## src/rtl/dcmp_triple.sv

```systemverilog
module dcmp_triple #(
  parameter int W = 8
) (
  input  logic           clk_osc,
  input  logic           rst_n,
  input  logic [1:0]     edge_sel,
  input  logic [2:0]     pwr_en,
  input  logic [2:0]     ge_mode,
  input  logic [5:0]     pos_sel,
  input  logic [5:0]     neg_sel,
  input  logic [W-1:0]   adc_byte,
  input  logic [2*W-1:0] ser_word,
  input  logic [W-1:0]   fsm0_byte,
  input  logic [W-1:0]   fsm1_byte,
  input  logic [W-1:0]   cnt_byte,
  input  logic [3*W-1:0] user_pos,
  input  logic [3*W-1:0] user_neg,
  output logic [2:0]     out_gt,
  output logic [2:0]     out_main,
  output logic [2:0]     out_eq
);
  localparam int N = 3;

  wire [W-1:0] ser_hi   = ser_word[2*W-1:W];
  wire [W-1:0] ser_lo   = ser_word[W-1:0];
  wire         use_fall = (edge_sel == 2'b01);

  for (genvar g = 0; g < N; g++) begin : g_cell
    wire [W-1:0] pos_lane = (g == 1) ? ser_lo : ser_hi;
    wire [W-1:0] neg_lane = (g == 1) ? ser_hi : ser_lo;
    wire [W-1:0] third    = (g == 2) ? cnt_byte : fsm1_byte;
    logic [W-1:0] pos_op, neg_op;
    logic [2:0]   rise_q, fall_q;

    always_comb begin
      case (pos_sel[2*g +: 2])
        2'd0:    pos_op = adc_byte;
        2'd1:    pos_op = pos_lane;
        2'd2:    pos_op = fsm0_byte;
        default: pos_op = user_pos[W*g +: W];
      endcase
      case (neg_sel[2*g +: 2])
        2'd0:    neg_op = neg_lane;
        2'd1:    neg_op = fsm0_byte;
        2'd2:    neg_op = third;
        default: neg_op = user_neg[W*g +: W];
      endcase
    end

    wire gt   = pos_op > neg_op;
    wire eq   = pos_op == neg_op;
    wire main = gt | (ge_mode[g] & eq);
    wire [2:0] nxt = pwr_en[g] ? {main, eq, gt} : 3'b000;

    always_ff @(posedge clk_osc or negedge rst_n)
      if (!rst_n) rise_q <= '0;
      else        rise_q <= nxt;

    always_ff @(negedge clk_osc or negedge rst_n)
      if (!rst_n) fall_q <= '0;
      else        fall_q <= nxt;

    wire [2:0] sel_q = use_fall ? fall_q : rise_q;
    assign out_gt[g]   = sel_q[0];
    assign out_eq[g]   = sel_q[1];
    assign out_main[g] = sel_q[2];
  end
endmodule

```

## config.mk

```make
export PLATFORM = sky130hd
export DESIGN_NAME = dcmp_triple
export DESIGN_NICKNAME = d
export VERILOG_FILES = /design/src/rtl/dcmp_triple.sv
export SDC_FILE = /design/constraint.sdc
export NUM_CORES = 1
export LEC_CHECK = 0
export CAP_MARGIN = 20
export CORE_ASPECT_RATIO = 0.7
export CORE_MARGIN = 1.5
export CORE_UTILIZATION = 40
export CTS_CLUSTER_DIAMETER = 150
export DETAILED_ROUTE_END_ITERATION = 8
export DONT_BUFFER_PORTS = 1
export GPL_ROUTABILITY_DRIVEN = 0
export GPL_TIMING_DRIVEN = 0
export MAX_ROUTING_LAYER = met4
export PLACE_DENSITY = 0.55
export SLEW_MARGIN = 25
export SYNTH_ARGS = -nofsm -noshare
export SYNTH_HDL_FRONTEND = slang
export SYNTH_SLANG_ARGS = --single-unit
```

## constraint.sdc

```tcl
create_clock -name clk_osc -period 1.3 [get_ports clk_osc]
set_clock_uncertainty 0.2 [all_clocks]
set_input_delay 0.13 -clock clk_osc [delete_from_list [all_inputs] [get_ports clk_osc]]
set_output_delay 0.13 -clock clk_osc [all_outputs]
set_load 0.02 [all_outputs]
```

==> results of run 1 <==
==> flip-flops by register name, indices dropped and copies added, names as in the netlist <==
| signal | count |
|---|---|
| g_cell.fall_q | 9 |
| g_cell.rise_q | 9 |
==> power by group through the flow <==
stage	registers, W	clock network [W]	logic, W
final	0.000636	0.000447	0.00130
after global routing	0.000637	0.000492	0.00142
after CTS	0.000637	0.000454	0.00119
after detailed placement	0.000647	0	0.00102
after global placement	0.000644	0	0.00101
after floorplan	0.000642	0	0.000828
==> routing by layer <==
metal	global-route usage	vias up	share of wire
met3	0.0439	16	0.086
met5	-	-	0
met1	0.326	965	0.42
met2	0.382	112	0.47
met4	0.0634	0	0.020
li1	-	797	-
==> worst paths after layout <==
kind / start / to / slack, ns / cells after the start
min in group asynchronous: rst_n / g_cell[0].fall_q[1] / 0.06 / 1
max in group asynchronous: rst_n / g_cell[2].rise_q[0] / 0.21 / 2
min: pwr_en[1] / g_cell[1].rise_q[2] / -0.20 / 2
max: pos_sel[0] / g_cell[0].fall_q[2] / -1.17 / 7
==> layout by cell type (no fill, tap or decap), types with 5 or more instances in the layout <==
master and instances:
sky130_fd_sc_hd__inv_1 15, sky130_fd_sc_hd__buf_6 6, sky130_fd_sc_hd__clkbuf_2 7, sky130_fd_sc_hd__ha_4 18, sky130_fd_sc_hd__dfrtn_1 9, sky130_fd_sc_hd__dfrtp_1 9, sky130_fd_sc_hd__ha_1 6, sky130_fd_sc_hd__mux2_4 9
sky130_fd_sc_hd__nand4_1 6, sky130_fd_sc_hd__mux4_2 48, sky130_fd_sc_hd__buf_4 13, sky130_fd_sc_hd__buf_12 5, sky130_fd_sc_hd__inv_2 12
==> cells by family (layout without fill, tap and decap cells) <==
group                    count (synthesis)  after routing  synth area share
multiplexers                            57             57             0.501
buffers and inverters                   40             65            0.0817
AND/OR/NAND/NOR                         25             25            0.0516
adder cells (fa/ha/maj)                 24             24             0.123
AO/OA/AOI/OAI                           24             24            0.0597
flip-flops                              18             18             0.184
==> repair_timing <==
item                                   4_1_cts  5_1_grt
hold buffers                                 1        1
resized for setup                           28       33
endpoints found under the hold margin       26       18
pin swaps                                   19       30
setup endpoints to repair                   27       36
buffers inserted                            14       12
==> metrics by stage <==
stage | setup WS (ns) | hold slack [ns] | util
CTS | -1.13 | -0.208 | 0.523
global placement | -1.51 | -0.365 | 0.467
detailed placement | -1.54 | -0.365 | 0.467
floorplan | -1.28 | -0.366 | -
global route | -1.21 | -0.206 | 0.550
finish | -1.17 | -0.203 | 0.550
==> area by class of cell <==
cell class	instances	area share
multi-input cells	130	0.673
plain buffers	13	0.0509
well taps	75	0.0294
clock buffers	4	0.0172
inverters	27	0.0317
flip-flops and latches	18	0.141
repair buffers	21	0.0564
==> reports/summary.txt, run 1 <==
status - complete, but fails checks
violated checks - hold timing, setup timing
antenna violations before repair - 0
switching fraction of total power - 0.325
total of max-cap violations - 0
total power density per cell area - 747 nW/µm²
post-synthesis instance area - 2450 µm²
Design Area, Final - 3190 µm²
kind of critical path - in2reg
transition time of the tightest slew-check pin - 0.466 ns
number of design rule violations left after detail routing - 0
number of buffer cells added on primary ports - 0
register area - 450 µm²
length of the first detailed-routing pass in iterations - 4
Critical Path Source Type - primary input
I/O pins - 127
Slowest-stage cell, CP - sky130_fd_sc_hd__mux4_2
endpoint arrival time on the critical path - 1.72 ns
clock network power share - 0.187
final total power - 0.00239 W
cell type with the largest total area after synthesis - sky130_fd_sc_hd__mux4_2
worst slew slack as a fraction of its limit - 0.688
pin count of the biggest net entering global routing - 19
hold slack - -0.203 ns
asr flop ratio synth - 1.00
proportion of synthesized chip area in sequential cells - 0.184
initial detailed-routing violation count - 73
final number of setup-violating endpoints - 27
clock root buffer - sky130_fd_sc_hd__clkbuf_8
layout cells sized above 1 - 0.690
Die Area - 6610 µm²
Avg WL per Cell - 27.1 µm
number of placed instances with taps included - 263
fill cell count - 486
most frequently used cell type in the post-synthesis netlist - sky130_fd_sc_hd__mux4_2
DR vias/cell - 6.56
CTS tree - done
max-slew violation total from the final report - 0
slowest stage delay, CP - 0.55 ns
first-pass GRT wire length - 11.0 mm
number of global-route vias before repair - 2058
power share of the sequential group - 0.267
CP Buf/Inv Count - 1
register clock-pin slew on the reported worst setup and hold paths - 0.07 ns
mean area per synthesized cell - 13.0 µm²
cell class contributing the biggest share of worst-path delay - multiplexers
combinational fraction of design power - 0.546
Multi-input gate area - 2150 µm²
Synth top area share - 0.331
total via count after detailed routing - 1890
leading post-synthesis cells by instance count - 36 x sky130_fd_sc_hd__mux4_2, 27 x sky130_fd_sc_hd__inv_1, 24 x sky130_fd_sc_hd__ha_1
clock buffer depth - 2
dpl hpwl - 6.21 mm
Worst IR Drop VDD - 0.000366 V
core region area - 5810 µm²
ordered cell list for the critical path - buf_12 -> mux4_2 -> ha_4 -> nand4_1 -> or2_4 -> o21ai_4 -> a31oi_4
Hold WC Path Type - in2reg
syn_nets - 330
Layout Area Growth over Synthesis - 30.3%
Inserted Diodes - 0
Synth Warn # - 0
switching power total - 0.000775 W
Crit. End Element - register
setup TNS - -19.30 ns
fin nets - 356
Leak - 1.25 nW
cell area after placement - 2720 µm²
final wirelength - 7.82 mm
count of placed standard cells in the final layout, fillers left out - 288
least setup slack across all paths after layout - -1.17 ns
number of flops mapped to enable cells by yosys - 0
number of placement rows - 23
ANT nets after route - 0
level count of the clock H-tree - 1
Crit path required time - 0.55 ns
gate count after technology mapping - 188
GRT Total Usage - 0.242
count of clock tree sinks - 18
Internal Dissipation - 0.00161 W
number of storage elements in the synthesis netlist - 18
distinct cell type count after synthesis - 23
total clock buffers created by CTS - 3
effective utilization at floorplan - 0.422
leading post-synthesis cells by cell area - sky130_fd_sc_hd__mux4_2 33%, sky130_fd_sc_hd__mux4_1 13%, sky130_fd_sc_hd__ha_1 12%
x dimension of the die - 96.6 µm
die extent in y - 68.5 µm
remaining global-route overflow - 0
setup repair after global routing missed its margin - yes
hold violation total from the final report - 9
peak fanout along the critical path - 8
top_reg_cell synth - sky130_fd_sc_hd__dfrtp_1
No activity file was read; power rests on OpenSTA's default activity.
==> run 2: changes to the inputs <==
--- a/config.mk
+++ b/config.mk
@@ -5,6 +5,7 @@
 export SDC_FILE = /design/constraint.sdc
 export NUM_CORES = 1
 export LEC_CHECK = 0
+export ABC_AREA = 1
 export CAP_MARGIN = 20
 export CORE_ASPECT_RATIO = 0.7
 export CORE_MARGIN = 1.5
==> reports/summary.txt, run 2 <==
switching fraction of total power - 0.395 (+0.0700)
post-synthesis instance area - 2680 µm² (+9.4%)
kind of critical path - in2reg
Layout Area Growth over Synthesis - 33.7%
power share of the sequential group - 0.251 (-0.016)
status - complete, but fails checks
registers with the most flip-flops - g_cell.fall_q x9, g_cell.rise_q x9
total via count after detailed routing - 3114 (+65%)
max-slew violation total from the final report - 0 (unchanged)
most frequently used cell type in the post-synthesis netlist - sky130_fd_sc_hd__nand2_1
most frequent standard cell in the layout excluding fill and tap cells - sky130_fd_sc_hd__nand2_1
most frequent cells in the layout - 86 x sky130_fd_sc_hd__nand2_1, 55 x sky130_fd_sc_hd__o21ai_1, 48 x sky130_fd_sc_hd__inv_1, 40 x sky130_fd_sc_hd__nand2_2, 24 x sky130_fd_sc_hd__nand3_1
count of clock tree sinks - 18 (unchanged)
clock buffer depth - 2 (unchanged)
final wirelength - 10.0 mm (+28%)
length of the first detailed-routing pass in iterations - 5 (+1)
antenna violations before repair - 0 (unchanged)
leading post-synthesis cells by cell area - sky130_fd_sc_hd__nand2_1 17%, sky130_fd_sc_hd__ha_1 11%, sky130_fd_sc_hd__dfrtn_1 8.4%
cell area after placement - 2890 µm² (+6.3%)
x dimension of the die - 101 µm (+4.5%)
pin count of the biggest net entering global routing - 19 (unchanged)
gate count after technology mapping - 439 (+130%)
clock root buffer - sky130_fd_sc_hd__clkbuf_8
GRT Total Usage - 0.277 (+0.0348)
hold violation total from the final report - 7 (-2)
register clock-pin slew on the reported worst setup and hold paths - 0.06 ns (about the same)
transition time of the tightest slew-check pin - 0.481 ns (+0.0156 ns)
Worst IR Drop VDD - 0.000445 V (+22%)
initial detailed-routing violation count - 255 (+250%)
count of placed standard cells in the final layout, fillers left out - 554 (+92%)
least setup slack across all paths after layout - -0.983 ns (+0.186 ns)
DR vias/cell - 5.62 (-14%)
clock network power share - 0.180 (-0.007)
leading post-synthesis cells by instance count - 124 x sky130_fd_sc_hd__nand2_1, 54 x sky130_fd_sc_hd__inv_1, 40 x sky130_fd_sc_hd__o21ai_0
Avg WL per Cell - 18.1 µm (-33%)
number of placed instances with taps included - 530 (+100%)
endpoint arrival time on the critical path - 1.55 ns (-0.17 ns)
switching power total - 0.000999 W (+29%)
peak fanout along the critical path - 10 (+2)
fill cell count - 648 (+33%)
cell type with the largest total area after synthesis - sky130_fd_sc_hd__nand2_1
final total power - 0.00253 W (+6.1%)
Critical Path Source Type - primary input
number of global-route vias before repair - 2969 (+44%)
Inserted Diodes - 0 (unchanged)
effective utilization at floorplan - 0.421 (about the same)
distinct cell type count after synthesis - 24 (+4.3%)
Synth top area share - 0.174 (-0.157)
Crit path required time - 0.57 ns (+0.02 ns)
dpl hpwl - 7.92 mm (+27%)
number of design rule violations left after detail routing - 0 (unchanged)
ANT nets after route - 0 (unchanged)
number of placement rows - 24 (+4.3%)
first-pass GRT wire length - 14.9 mm (+35%)
Leak - 1.72 nW (+37%)
number of flops mapped to enable cells by yosys - 0 (unchanged)
hold slack - -0.195 ns (+0.00844 ns)
syn_nets - 581 (+76%)
top_reg_cell synth - sky130_fd_sc_hd__dfrtp_1
die extent in y - 71.5 µm (+4.4%)
layout cells sized above 1 - 0.330 (-0.360)
total power density per cell area - 706 nW/µm² (-5.5%)
Hold WC Path Type - in2reg
remaining global-route overflow - 0 (unchanged)
total of max-cap violations - 0 (unchanged)
fin nets - 606 (+70%)
asr flop ratio synth - 1.00 (unchanged)
worst slew slack as a fraction of its limit - 0.678 (-0.0105)
core region area - 6370 µm² (+9.5%)
violated checks - hold timing, setup timing
core utilization of the finished layout - 0.563 (+0.0140)
total clock buffers created by CTS - 3 (unchanged)
proportion of synthesized chip area in sequential cells - 0.168 (-0.0159)
Crit. End Element - register
I/O pins - 127 (unchanged)
number of buffer cells added on primary ports - 0 (unchanged)
number of storage elements in the synthesis netlist - 18 (unchanged)
Internal Dissipation - 0.00153 W (-4.9%)
CTS tree - done
final number of setup-violating endpoints - 27 (unchanged)
Design Area, Final - 3590 µm² (+12%)
Synth Warn # - 0 (unchanged)
level count of the clock H-tree - 1 (unchanged)
combinational fraction of design power - 0.570 (+0.024)
mean area per synthesized cell - 6.11 µm² (-53%)
Die Area - 7210 µm² (+9.1%)
setup repair after global routing missed its margin - yes
-- run 2: changes by cell type in the layout (fill, tap and decap cells not counted), moves of 16 or more --
cell / before / now
sky130_fd_sc_hd__inv_1: 15 / 48
sky130_fd_sc_hd__nand2_2: 2 / 40
sky130_fd_sc_hd__nand2_1: 4 / 86
sky130_fd_sc_hd__mux4_2: 48 / 0
sky130_fd_sc_hd__o21ai_1: 0 / 55
sky130_fd_sc_hd__nand3_1: 0 / 24
sky130_fd_sc_hd__o21ai_0: 0 / 16
-- run 2: per-stage QoR --
step,setup WS [ns],setup TNS [ns]
3_5_place_dp,-1.31,-17.70
6_report,-0.983,-16.14
3_3_place_gp,-1.29,-17.56
5_1_grt,-1.07,-17.76
2_1_floorplan,-1.04,-13.67
4_1_cts,-0.985,-19.12
-- run 2: metal layers --
metal	share of wire	global-route usage	vias to the layer above
li1	-	-	1522
met5	0	-	-
met2	0.44	0.418	168
met1	0.44	0.382	1407
met4	0.012	0.0391	0
met3	0.11	0.0702	17
-- run 2: path summary, 6_finish.rpt --
kind	startpoint	to	slack, ns	cells past startpoint
max in group asynchronous	rst_n	g_cell[2].rise_q[1]	0.19	2
max	pos_sel[0]	g_cell[0].fall_q[2]	-0.98	15
min	ge_mode[2]	g_cell[2].rise_q[2]	-0.19	2
min in group asynchronous	rst_n	g_cell[0].fall_q[2]	0.06	1
-- run 2: area by class of cell --
class,count,area [µm²],area share
tap,91,114,0.0317
multi-input combinational,349,2370,0.661
inverter,60,235,0.0656
sequential,18,450,0.126
buffer,12,170,0.0474
clock buffer,4,55.1,0.0153
timing repair buffer,20,193,0.0537
-- run 2: cells by family (layout without fill, tap and decap cells) --
kind of cell,after synthesis,count (layout),share of synthesized area
AND/OR/NAND/NOR,194,194,0.320
AO/OA/AOI/OAI,122,122,0.244
buffers and inverters,72,96,0.118
adder cells (fa/ha/maj),24,24,0.112
flip-flops,18,18,0.168
multiplexers,9,9,0.0378
-- run 2: critical path, stage by stage --
cell and delay (ns):
sky130_fd_sc_hd__buf_8 0.12, sky130_fd_sc_hd__nor2_4 0.22, sky130_fd_sc_hd__nand2_2 0.10, sky130_fd_sc_hd__nand3_2 0.10, sky130_fd_sc_hd__o21ai_1 0.07, sky130_fd_sc_hd__inv_1 0.10
sky130_fd_sc_hd__ha_4 0.22, sky130_fd_sc_hd__nand2_4 0.08, sky130_fd_sc_hd__inv_2 0.03, sky130_fd_sc_hd__nand2_1 0.05, sky130_fd_sc_hd__nand2_1 0.05, sky130_fd_sc_hd__nand2_1 0.05
sky130_fd_sc_hd__nand2_1 0.06, sky130_fd_sc_hd__nand2_2 0.11, sky130_fd_sc_hd__nand2_2 0.06
-- run 2: power by group through the flow --
stage	clock network [W]	registers, W	logic (W)
floorplan	0	0.000640	0.000806
global placement	0	0.000642	0.000976
detailed placement	0	0.000645	0.000986
CTS	0.000465	0.000634	0.00119
global route	0.000494	0.000638	0.00161
finish	0.000455	0.000634	0.00144
-- run 2: repair_timing --
action,CTS,global route
hold endpoints to repair,24,15
resized for setup,35,99
hold buffers,1,1
pin swaps,36,56
buffers inserted,21,3
setup endpoints to repair,27,36
==> run 3: changes to the inputs <==
--- a/config.mk
+++ b/config.mk
@@ -6,7 +6,6 @@
 export NUM_CORES = 1
 export LEC_CHECK = 0
 export ABC_AREA = 1
-export CAP_MARGIN = 20
 export CORE_ASPECT_RATIO = 0.7
 export CORE_MARGIN = 1.5
 export CORE_UTILIZATION = 40
@@ -17,6 +16,7 @@
 export GPL_TIMING_DRIVEN = 0
 export MAX_ROUTING_LAYER = met4
 export PLACE_DENSITY = 0.55
+export RECOVER_POWER = 100
 export SLEW_MARGIN = 25
 export SYNTH_ARGS = -nofsm -noshare
 export SYNTH_HDL_FRONTEND = slang
==> reports/summary.txt, run 3 (synthesis gave the netlist of run 2 again) <==
total power density per cell area - 705 nW/µm² (about the same)
number of global-route vias before repair - 2969 (unchanged)
Hold WC Path Type - in2reg
die extent in y - 71.5 µm (unchanged)
final total power - 0.00253 W (about the same)
Crit. End Element - register
endpoint arrival time on the critical path - 1.55 ns (about the same)
status - complete, but fails checks
remaining global-route overflow - 0 (unchanged)
kind of critical path - in2reg
DR vias/cell - 5.62 (about the same)
core region area - 6370 µm² (unchanged)
worst slew slack as a fraction of its limit - 0.622 (-0.0559)
Design Area, Final - 3590 µm² (about the same)
total clock buffers created by CTS - 3 (unchanged)
layout cells sized above 1 - 0.328 (-0.00216)
most frequent standard cell in the layout excluding fill and tap cells - sky130_fd_sc_hd__nand2_1
cell area after placement - 2890 µm² (unchanged)
registers with the most flip-flops - g_cell.fall_q x9, g_cell.rise_q x9
first-pass GRT wire length - 14.9 mm (unchanged)
GRT Total Usage - 0.277 (unchanged)
clock buffer depth - 2 (unchanged)
Critical Path Source Type - primary input
number of buffer cells added on primary ports - 0 (unchanged)
number of placement rows - 24 (unchanged)
hold slack - -0.195 ns (-0.00000600 ns)
ordered cell list for the critical path - buf_8 -> nor2_4 -> nand2_2 -> nand3_2 -> o21ai_1 -> inv_1 -> ha_4 -> nand2_4 -> inv_2 -> nand2_1 -> nand2_1 -> nand2_1 -> nand2_1 -> nand2_2 -> nand2_2
I/O pins - 127 (unchanged)
count of clock tree sinks - 18 (unchanged)
least setup slack across all paths after layout - -0.981 ns (+0.00152 ns)
most frequent cells in the layout - 86 x sky130_fd_sc_hd__nand2_1, 55 x sky130_fd_sc_hd__o21ai_1, 48 x sky130_fd_sc_hd__inv_1, 40 x sky130_fd_sc_hd__nand2_2, 24 x sky130_fd_sc_hd__nand3_1
Worst IR Drop VDD - 0.000445 V (about the same)
total via count after detailed routing - 3116 (+0.064%)
effective utilization at floorplan - 0.421 (unchanged)
violated checks - hold timing, setup timing
Crit path required time - 0.57 ns (about the same)
fin nets - 606 (unchanged)
total of max-cap violations - 0 (unchanged)
core utilization of the finished layout - 0.563 (about the same)
most frequent CP cell - sky130_fd_sc_hd__nand2_1
clock root buffer - sky130_fd_sc_hd__clkbuf_8
final wirelength - 10.0 mm (about the same)
initial detailed-routing violation count - 255 (unchanged)
fill cell count - 649 (+0.15%)
WL met3 - 1.09 mm (-0.46%)
slowest stage delay, CP - 0.22 ns (about the same)
Leak - 1.72 nW (-0.17%)
ANT nets after route - 0 (unchanged)
CTS tree - done
met2 WL post-DR - 4.47 mm (+0.74%)
Die Area - 7210 µm² (unchanged)
final number of setup-violating endpoints - 36 (+33%)
Inserted Diodes - 0 (unchanged)
Slowest-stage cell, CP - sky130_fd_sc_hd__nor2_4
pin count of the biggest net entering global routing - 19 (unchanged)
setup repair after global routing missed its margin - yes
level count of the clock H-tree - 1 (unchanged)
sum of routed wire segments on met1 - 4.36 mm (about the same)
Avg WL per Cell - 18.1 µm (about the same)
antenna violations before repair - 0 (unchanged)
transition time of the tightest slew-check pin - 0.567 ns (+0.0854 ns)
Layout Area Growth over Synthesis - 33.7% (about the same)
Max Used Layer - met4
hold violation total from the final report - 7 (unchanged)
register clock-pin slew on the reported worst setup and hold paths - 0.06 ns (about the same)
dpl hpwl - 7.92 mm (unchanged)
number of design rule violations left after detail routing - 0 (unchanged)
x dimension of the die - 101 µm (unchanged)
length of the first detailed-routing pass in iterations - 5 (unchanged)
peak fanout along the critical path - 10 (unchanged)
max-slew violation total from the final report - 0 (unchanged)
-- run 3: cell type report --
type / count / area (µm²) / share of cell area
Buffer: 12 / 170 / 0.0475
Clock buffer: 4 / 55.1 / 0.0154
Inverter: 60 / 235 / 0.0656
Multi-Input combinational cell: 349 / 2370 / 0.661
Sequential cell: 18 / 450 / 0.126
Tap cell: 91 / 114 / 0.0318
Timing Repair Buffer: 20 / 191 / 0.0534
-- run 3: path summary, 6_finish.rpt --
| check | startpoint | to | slack, ns | cells after the start |
|---|---|---|---|---|
| setup / recovery | pos_sel[0] | g_cell[0].fall_q[2] | -0.98 | 15 |
| hold / removal | ge_mode[2] | g_cell[2].rise_q[2] | -0.19 | 2 |
| max in group asynchronous | rst_n | g_cell[2].rise_q[1] | -0.03 | 2 |
| min in group asynchronous | rst_n | g_cell[0].fall_q[2] | 0.15 | 1 |
-- run 3: per-stage QoR --
step / setup WS [ns] / std cells / hold WS (ns) / setup TNS, ns
final: -0.981 / 554 / -0.195 / -16.25
after global routing: -1.07 / 554 / -0.196 / -19.92
after CTS: -0.985 / 553 / -0.194 / -19.12
after detailed placement: -1.31 / 530 / -0.365 / -17.70
after global placement: -1.29 / 530 / -0.365 / -17.56
after floorplan: -1.04 / 439 / -0.366 / -13.67
-- run 3: per-layer routing --
layer	GRT usage	vias up
met3	0.0702	13
met4	0.0391	0
met2	0.418	169
met5	-	-
li1	-	1521
met1	0.382	1413
-- run 3: power by group --
| group | total, W | internal [W] | switching, W |
|---|---|---|---|
| registers | 0.000634 | 0.000620 | 0.0000145 |
| logic | 0.00144 | 0.000643 | 0.000798 |
| clock network | 0.000455 | 0.000269 | 0.000185 |
-- run 3: worst max-delay path: cells and delay by family --
family	cells	cell delay [ns]
adders and majority gates	1	0.22
and+or+nand+nor	10	0.88
AOI/OAI and AO/OA	1	0.07
buffers and inverters	3	0.25
-- run 3: what timing repair did --
action | CTS | global route
pin swaps | 36 | 56
hold endpoints to repair | 24 | 15
gates cloned | 0 | 0
resized for setup | 35 | 99
endpoints found under the setup margin | 27 | 36
buffers inserted | 21 | 3
hold buffers | 1 | 1
